**config.mk**
```make
export PLATFORM = sky130hd
export DESIGN_NAME = disp_cmd_rx
export DESIGN_NICKNAME = d
export VERILOG_FILES = /design/src/rtl/dcr_pkg.sv /design/src/rtl/dcr_sync.sv /design/src/rtl/dcr_serial_rx.sv /design/src/rtl/dcr_seq.sv /design/src/rtl/dcr_nib_ram.sv /design/src/rtl/disp_cmd_rx.sv
export SDC_FILE = /design/constraint.sdc
export NUM_CORES = 1
export LEC_CHECK = 0
export ABC_AREA = 1
export BUFFER_PORTS_ARGS = -buffer_cell sky130_fd_sc_hd__buf_4
export CAP_MARGIN = 30
export CORE_MARGIN = 1
export CORE_UTILIZATION = 30
export DETAILED_ROUTE_END_ITERATION = 10
export GPL_ROUTABILITY_DRIVEN = 1
export GPL_TIMING_DRIVEN = 0
export PLACE_DENSITY = 0.51
export SLEW_MARGIN = 25
export SYNTH_ARGS = -nofsm -noshare
export SYNTH_HDL_FRONTEND = slang
export SYNTH_SLANG_ARGS = --single-unit
```
**constraint.sdc**
```tcl
create_clock -name clk -period 2.2 [get_ports clk]
set_clock_uncertainty 0.1 [all_clocks]
set_input_delay 0.55 -clock clk [delete_from_list [all_inputs] [get_ports clk]]
set_output_delay 0.55 -clock clk [all_outputs]
set_load 0.005 [all_outputs]
```
**src/rtl/dcr_pkg.sv**
```systemverilog
package dcr_pkg;

    typedef enum logic [1:0] {
        DM_BLANK  = 2'b00,
        DM_ALL_ON = 2'b01,
        DM_RAM    = 2'b10
    } disp_mode_e;

    typedef enum logic [2:0] {
        OP_ADDR    = 3'b000,
        OP_ALL_ON  = 3'b001,
        OP_BLANK   = 3'b010,
        OP_SHOW    = 3'b011,
        OP_REWRITE = 3'b100,
        OP_NOP5    = 3'b101,
        OP_RESET   = 3'b110,
        OP_NOP7    = 3'b111
    } op_e;

endpackage

```
**src/rtl/dcr_sync.sv**
```systemverilog
module dcr_sync #(
    parameter int              W       = 1,
    parameter int              STAGES  = 2,
    parameter logic [W-1:0]    RST_VAL = '0
) (
    input  logic         clk,
    input  logic         rst_n,
    input  logic [W-1:0] d,
    output logic [W-1:0] q
);
    logic [W-1:0] st_q [STAGES];
    logic [W-1:0] st_d [STAGES];

    always_comb begin
        st_d[0] = d;
        for (int i = 1; i < STAGES; i++) begin
            st_d[i] = st_q[i-1];
        end
    end

    always_ff @(posedge clk or negedge rst_n) begin
        if (!rst_n) begin
            for (int i = 0; i < STAGES; i++) begin
                st_q[i] <= RST_VAL;
            end
        end else begin
            for (int i = 0; i < STAGES; i++) begin
                st_q[i] <= st_d[i];
            end
        end
    end

    assign q = st_q[STAGES-1];
endmodule

```
**src/rtl/dcr_serial_rx.sv**
```systemverilog
module dcr_serial_rx #(
    parameter int WORD_W = 8,
    parameter int SYNC_N = 2
) (
    input  logic              clk,
    input  logic              rst_n,
    input  logic              ser_clk,
    input  logic              ser_dat,
    input  logic              ser_cs_n,
    input  logic              ser_mode,
    output logic              word_vld,
    output logic [WORD_W-1:0] word,
    output logic              word_cmd
);
    localparam int CNT_W = $clog2(WORD_W);

    typedef struct packed {
        logic [CNT_W-1:0]  cnt;
        logic [WORD_W-1:0] shf;
        logic              vld;
        logic              cmd;
        logic              sck_prev;
        logic              cs_prev;
    } rx_t;

    rx_t r_d, r_q;

    logic [3:0] s_vec;
    logic s_sck, s_dat, s_csn, s_mode;
    logic sck_rise, cs_fall;

    dcr_sync #(.W(4), .STAGES(SYNC_N), .RST_VAL(4'b0010)) u_sync (
        .clk   (clk),
        .rst_n (rst_n),
        .d     ({ser_clk, ser_dat, ser_cs_n, ser_mode}),
        .q     (s_vec)
    );

    assign {s_sck, s_dat, s_csn, s_mode} = s_vec;
    assign sck_rise = s_sck & ~r_q.sck_prev;
    assign cs_fall  = r_q.cs_prev & ~s_csn;

    always_comb begin
        r_d          = r_q;
        r_d.vld      = 1'b0;
        r_d.sck_prev = s_sck;
        r_d.cs_prev  = s_csn;
        if (!s_csn) begin
            if (cs_fall) begin
                r_d.cnt = '0;
            end else if (sck_rise) begin
                r_d.shf = {r_q.shf[WORD_W-2:0], s_dat};
                if (r_q.cnt == CNT_W'(WORD_W-1)) begin
                    r_d.cnt = '0;
                    r_d.vld = 1'b1;
                    r_d.cmd = s_mode;
                end else begin
                    r_d.cnt = r_q.cnt + CNT_W'(1);
                end
            end
        end
    end

    always_ff @(posedge clk or negedge rst_n) begin
        if (!rst_n) begin
            r_q          <= '0;
            r_q.sck_prev <= 1'b0;
            r_q.cs_prev  <= 1'b1;
        end else begin
            r_q <= r_d;
        end
    end

    assign word_vld = r_q.vld;
    assign word     = r_q.shf;
    assign word_cmd = r_q.cmd;

    // a word can only finish on a clock edge seen with select low
    assert_word_needs_select_R2: assert property (@(posedge clk) disable iff (!rst_n)
        r_q.vld |-> $past(!s_csn && sck_rise));

    // a select fall leaves the count at zero
    assert_fall_clears_count_R3: assert property (@(posedge clk) disable iff (!rst_n)
        cs_fall |=> (r_q.cnt == '0) && !r_q.vld);
endmodule

```
**src/rtl/dcr_seq.sv**
```systemverilog
module dcr_seq
    import dcr_pkg::*;
#(
    parameter int WORD_W = 8,
    parameter int ADDR_W = 5,
    parameter int NIB_W  = 4
) (
    input  logic              clk,
    input  logic              rst_n,
    input  logic              word_vld,
    input  logic [WORD_W-1:0] word,
    input  logic              word_cmd,
    output logic              wr_en,
    output logic [ADDR_W-1:0] wr_addr,
    output logic [NIB_W-1:0]  wr_data,
    output logic [1:0]        disp_mode
);
    localparam int OP_LSB = WORD_W - 3;

    typedef struct packed {
        logic [ADDR_W-1:0] addr;
        disp_mode_e        mode;
        logic              pend;
        logic [NIB_W-1:0]  pend_nib;
    } seq_t;

    seq_t s_d, s_q;
    op_e  op;

    assign op = op_e'(word[WORD_W-1:OP_LSB]);

    always_comb begin
        s_d     = s_q;
        wr_en   = 1'b0;
        wr_addr = s_q.addr;
        wr_data = '0;
        if (s_q.pend) begin
            wr_en      = 1'b1;
            wr_data    = s_q.pend_nib;
            s_d.addr   = s_q.addr + ADDR_W'(1);
            s_d.pend   = 1'b0;
        end else if (word_vld) begin
            if (!word_cmd) begin
                wr_en        = 1'b1;
                wr_data      = word[WORD_W-1 -: NIB_W];
                s_d.pend     = 1'b1;
                s_d.pend_nib = word[NIB_W-1:0];
                s_d.addr     = s_q.addr + ADDR_W'(1);
            end else begin
                unique case (op)
                    OP_ADDR:    s_d.addr = word[ADDR_W-1:0];
                    OP_ALL_ON:  s_d.mode = DM_ALL_ON;
                    OP_BLANK:   s_d.mode = DM_BLANK;
                    OP_SHOW:    s_d.mode = DM_RAM;
                    OP_REWRITE: begin
                        wr_en    = 1'b1;
                        wr_data  = word[NIB_W-1:0];
                        s_d.addr = s_q.addr + ADDR_W'(1);
                    end
                    OP_RESET: begin
                        s_d.mode = DM_BLANK;
                        s_d.addr = '0;
                    end
                    default: ;
                endcase
            end
        end
    end

    always_ff @(posedge clk or negedge rst_n) begin
        if (!rst_n) begin
            s_q      <= '0;
            s_q.mode <= DM_BLANK;
        end else begin
            s_q <= s_d;
        end
    end

    assign disp_mode = s_q.mode;

    // a data word moves the address by two, modulo the depth
    assert_data_step_two_R5: assert property (@(posedge clk) disable iff (!rst_n)
        (word_vld && !word_cmd) |-> ##2 (s_q.addr == $past(s_q.addr, 2) + ADDR_W'(2)));

    // mode commands never write the RAM
    assert_mode_cmd_no_write_R7: assert property (@(posedge clk) disable iff (!rst_n)
        (word_vld && word_cmd && (op == OP_ALL_ON || op == OP_BLANK || op == OP_SHOW))
        |-> !wr_en);

    // reset command ends blank at address zero
    assert_reset_cmd_R9: assert property (@(posedge clk) disable iff (!rst_n)
        (word_vld && word_cmd && op == OP_RESET) |=> (s_q.addr == '0) && (s_q.mode == DM_BLANK));

    // undefined codes keep address and mode
    assert_nop_holds_R10: assert property (@(posedge clk) disable iff (!rst_n)
        (word_vld && word_cmd && (op == OP_NOP5 || op == OP_NOP7) && !s_q.pend)
        |=> $stable(s_q.addr) && $stable(s_q.mode));

    // mode register only holds defined encodings
    assert_mode_legal_R7: assert property (@(posedge clk) disable iff (!rst_n)
        s_q.mode != 2'b11);
endmodule

```
**src/rtl/dcr_nib_ram.sv**
```systemverilog
module dcr_nib_ram #(
    parameter int ADDR_W = 5,
    parameter int NIB_W  = 4
) (
    input  logic              clk,
    input  logic              rst_n,
    input  logic              wr_en,
    input  logic [ADDR_W-1:0] wr_addr,
    input  logic [NIB_W-1:0]  wr_data,
    input  logic [ADDR_W-1:0] rd_addr,
    output logic [NIB_W-1:0]  rd_data
);
    localparam int DEPTH = 1 << ADDR_W;

    logic [NIB_W-1:0] mem_q [DEPTH];
    logic [NIB_W-1:0] mem_d [DEPTH];

    always_comb begin
        for (int i = 0; i < DEPTH; i++) begin
            mem_d[i] = mem_q[i];
        end
        if (wr_en) begin
            mem_d[wr_addr] = wr_data;
        end
    end

    always_ff @(posedge clk or negedge rst_n) begin
        if (!rst_n) begin
            for (int i = 0; i < DEPTH; i++) begin
                mem_q[i] <= '0;
            end
        end else begin
            for (int i = 0; i < DEPTH; i++) begin
                mem_q[i] <= mem_d[i];
            end
        end
    end

    assign rd_data = mem_q[rd_addr];

    // a write is visible at its address on the next cycle
    assert_write_lands_R8: assert property (@(posedge clk) disable iff (!rst_n)
        wr_en |=> (mem_q[$past(wr_addr)] == $past(wr_data)));
endmodule

```
**src/rtl/disp_cmd_rx.sv**
```systemverilog
module disp_cmd_rx #(
    parameter int WORD_W = 8,
    parameter int ADDR_W = 5,
    parameter int NIB_W  = 4,
    parameter int SYNC_N = 2
) (
    input  logic              clk,
    input  logic              rst_n,
    input  logic              ser_clk,
    input  logic              ser_dat,
    input  logic              ser_cs_n,
    input  logic              ser_mode,
    input  logic [ADDR_W-1:0] rd_addr,
    output logic [NIB_W-1:0]  rd_nib,
    output logic [1:0]        disp_mode
);
    logic              word_vld;
    logic [WORD_W-1:0] word;
    logic              word_cmd;
    logic              wr_en;
    logic [ADDR_W-1:0] wr_addr;
    logic [NIB_W-1:0]  wr_data;

    dcr_serial_rx #(.WORD_W(WORD_W), .SYNC_N(SYNC_N)) u_rx (
        .clk      (clk),
        .rst_n    (rst_n),
        .ser_clk  (ser_clk),
        .ser_dat  (ser_dat),
        .ser_cs_n (ser_cs_n),
        .ser_mode (ser_mode),
        .word_vld (word_vld),
        .word     (word),
        .word_cmd (word_cmd)
    );

    dcr_seq #(.WORD_W(WORD_W), .ADDR_W(ADDR_W), .NIB_W(NIB_W)) u_seq (
        .clk       (clk),
        .rst_n     (rst_n),
        .word_vld  (word_vld),
        .word      (word),
        .word_cmd  (word_cmd),
        .wr_en     (wr_en),
        .wr_addr   (wr_addr),
        .wr_data   (wr_data),
        .disp_mode (disp_mode)
    );

    dcr_nib_ram #(.ADDR_W(ADDR_W), .NIB_W(NIB_W)) u_ram (
        .clk     (clk),
        .rst_n   (rst_n),
        .wr_en   (wr_en),
        .wr_addr (wr_addr),
        .wr_data (wr_data),
        .rd_addr (rd_addr),
        .rd_data (rd_nib)
    );
endmodule

```
==> impl_metrics.yaml <==
status:
  status: "finished with violations"
  violations: "setup timing"
synth:
  synth_edf_count: 0
  synth.cell_area_sq_um: 8550
  yosysWarnings: 0
  ys_types: 33
  async_reset_ff_frac: 1.00
  synth.most_common_cell: "nand2_1"
  ys_top_cells_by_count: "nand2_1 (483), dfrtp_1 (160), nand3_1 (111)"
  ys_top_cells_by_area: "dfrtp_1 (47%), nand2_1 (21%), nand3_1 (6.5%)"
  synth-main-ff-cell: "dfrtp_1"
  netlist.area_leader.share: 0.468
  ys_seq_elements: 163
  synth_seq_area_share: 0.477
  syn_inst: 1092
  syn-num-nets: 1109
  avgSynthCellArea_sq_um: 7.83
  synth_top_area_cell: "dfrtp_1"
die:
  ioPinCount: 17
  start_util: 0.306
  die_area_sq_um: 29200
  die_y_um: 171
  core_area_sq_um: 27900
  die_x_um: 171
  std_cell_rows: 61
setup_path:
  end_kind: "primary output"
  crit_fanout: 6
  startpoint_type: "input port"
  crit_arrival_ns: 1.72
  crit_type: "input port to primary output"
  worstPathRequired_ns: 1.55
run:
  drv_cap: 0
pwr:
  combPwrFrac: 0.088
  finalPower_mw: 6.92
  p_seq_frac: 0.447
  p_per_area_nw_per_um2: 625
  p_int_mw: 5.11
  p_sw_mw: 1.81
  p_sw_frac: 0.262
  p_clk_frac: 0.466
  ir_worst_vdd_v: 0.000370
  p_leak_nw: 5.90
drt:
  drt-initial-drc-count: 561
  vias_per_cell: 4.96
  vias: 7614
  drc: 0
  antenna_left: 0
  totalWireLength_um: 28700
  dr.pass1.iters: 5
  post_drt_wl_per_cell_um: 18.7
sta:
  finalHoldWorstSlack_ns: 0.113
  final-max-slew-violation-count: 0
  setup_viol: 4
  finalHoldViolations: 0
  tns_ns: -0.567
  timing.final.ws_setup_ns: -0.168
  fmax_mhz: 422
  worst-slew-pin-transition_ns: 0.554
  finalCritPeriodShare: 1.08
  fin_crit_ns: 2.37
  grt_setup_unrepaired: "yes"
  slew_headroom: 0.630
clock_network:
  numCtsBuffers: 17
  clk_pin_slew_ns: 0.08
  htree_num_levels: 4
  root_buffer: "clkbuf_16"
  ctsLongestPathBuffers: 2
  cts_tree: "done"
  clock_latency_ns: 0.44
  cts_sinks: 163
placed_design:
  dp_hpwl_um: 18200
  gp_congestion: 0.860
  port_buffers: 13
  placed_cell_area_sq_um: 9190
  place_ws_ns: -0.805
  place_inst: 1485
finish:
  fillerInstances: 2867
  fin_nets: 1162
  final_core_util: 0.396
  syn_to_final_growth_pct: 29.4
  stdcell_area_sq_um: 11100
  fin_cells: 1536
  drive_above_1_share: 0.267
  antennaDiodeCount: 0
grt:
  grt-ovfl-total: 0
  grt_first_pass_wirelength_um: 43000
  track_usage: 0.199
  grt_pass1_vias: 7371
  grt_max_degree: 58
  grt_antenna_before_repair: 0
worst_hold_path:
  hp-class: "input port to flip-flop"
-- kinds of logic after synthesis --
| kind of cell | share of synthesized area |
|---|---|
| AOI/OAI and AO/OA | 0.0983 |
| xor gates and xnor gates | 0.00410 |
| adders and majority gates | 0.00878 |
| buffers and inverters | 0.0578 |
| DFF | 0.477 |
| and+or+nand+nor | 0.354 |
-- path summary, 6_finish.rpt --
kind	slack [ns]	end	cells after the start	from
setup / recovery	-0.17	rd_nib[3]	12	rd_addr[0]
setup reg to reg	0.14	u_ram.mem_q[39]	6	u_seq.s_q[4]
hold reg to reg	0.25	u_rx.u_sync.q[3]	0	u_rx.u_sync.st_d[3]
hold / removal	0.11	u_rx.u_sync.st_d[2]	1	ser_dat
max in group asynchronous	0.81	u_ram.mem_q[22]	3	rst_n
min in group asynchronous	0.53	u_ram.mem_q[74]	2	rst_n
-- cell type report --
type	instances	area, sq um	share of cell area
multi-input combinational	823	4590	0.415
sequential	163	4080	0.369
clock inverter	15	190	0.0172
inverter	31	140	0.0127
clock buffer	17	425	0.0384
timing repair inverter	1	8.76	0.000791
tap	378	473	0.0427
timing repair buffer	33	465	0.0420
buffer	75	694	0.0627
-- what timing repair did --
| action | CTS | global route |
|---|---|---|
| gates cloned | 2 | 9 |
| buffers inserted | 3 | 4 |
| resized for setup | 133 | 131 |
| hold buffers | 1 | 0 |
| endpoints found under the setup margin | 4 | 9 |
| pin swaps | 36 | 75 |
| hold endpoints to repair | 52 | 0 |
-- routing by layer --
metal  track usage  up-vias  part of all wire
li1              -     3626                 -
met4        0.0660        0             0.025
met5             0        -                 0
met3        0.0308       39             0.052
met1         0.273     3721              0.45
met2         0.319      228              0.48
-- state kept, by name (all words and copies together), names as in the netlist --
register          flops
u_rx.u_sync.st_d      4
u_seq.s_q             5
u_rx.word_vld         1
u_ram.mem_q         128
u_seq.wr_addr         5
u_rx.r_q              5
u_rx.word             8
u_rx.u_sync.q         4
u_seq.disp_mode       2
u_rx.word_cmd         1
-- power by group through the flow --
| stage | clock network, mW | logic (mW) | registers [mW] |
|---|---|---|---|
| finish | 3.22 | 0.606 | 3.09 |
| detailed placement | 0 | 0.389 | 3.15 |
| CTS | 3.27 | 0.493 | 3.09 |
| global placement | 0 | 0.375 | 3.15 |
| floorplan | 0 | 0.193 | 3.14 |
| global route | 3.39 | 0.652 | 3.10 |
-- critical path, stage by stage --
cell       delay [ns]
buf_12           0.13
buf_12           0.15
clkbuf_16        0.17
nand2_4          0.07
nand3_4          0.07
nand3_2          0.10
nand2_2          0.07
nand2_1          0.07
nand2_1          0.06
nand2_1          0.08
nand2_2          0.08
buf_6            0.12
-- cells in the final DEF (no fill, tap or decap), types with 2 or more instances in the layout --
cell | Yosys | final
a21oi_1 | 10 | 10
o21ai_1 | 38 | 40
o21ai_0 | 106 | 104
nand3_1 | 111 | 39
nand3_2 | 0 | 64
clkbuf_16 | 0 | 28
nand2_4 | 5 | 15
inv_2 | 4 | 3
xor2_1 | 3 | 3
buf_16 | 0 | 3
nor2_1 | 15 | 15
ha_1 | 6 | 6
buf_6 | 2 | 9
clkbuf_1 | 31 | 13
nand2_1 | 483 | 425
dfrtp_1 | 160 | 160
buf_4 | 2 | 18
inv_8 | 0 | 2
inv_6 | 0 | 8
dfstp_2 | 3 | 3
buf_8 | 0 | 6
inv_1 | 27 | 25
nor2_4 | 16 | 16
buf_2 | 24 | 23
nand3_4 | 0 | 8
o211ai_1 | 3 | 3
buf_12 | 2 | 10
clkbuf_4 | 0 | 2
clkinvlp_4 | 0 | 4
clkbuf_8 | 0 | 3
nor2_8 | 16 | 16
nand2_2 | 1 | 49
o22ai_1 | 2 | 2
bufinv_16 | 0 | 3
clkbuf_2 | 9 | 9
Note: power is estimated with default switching activity, not from simulation.
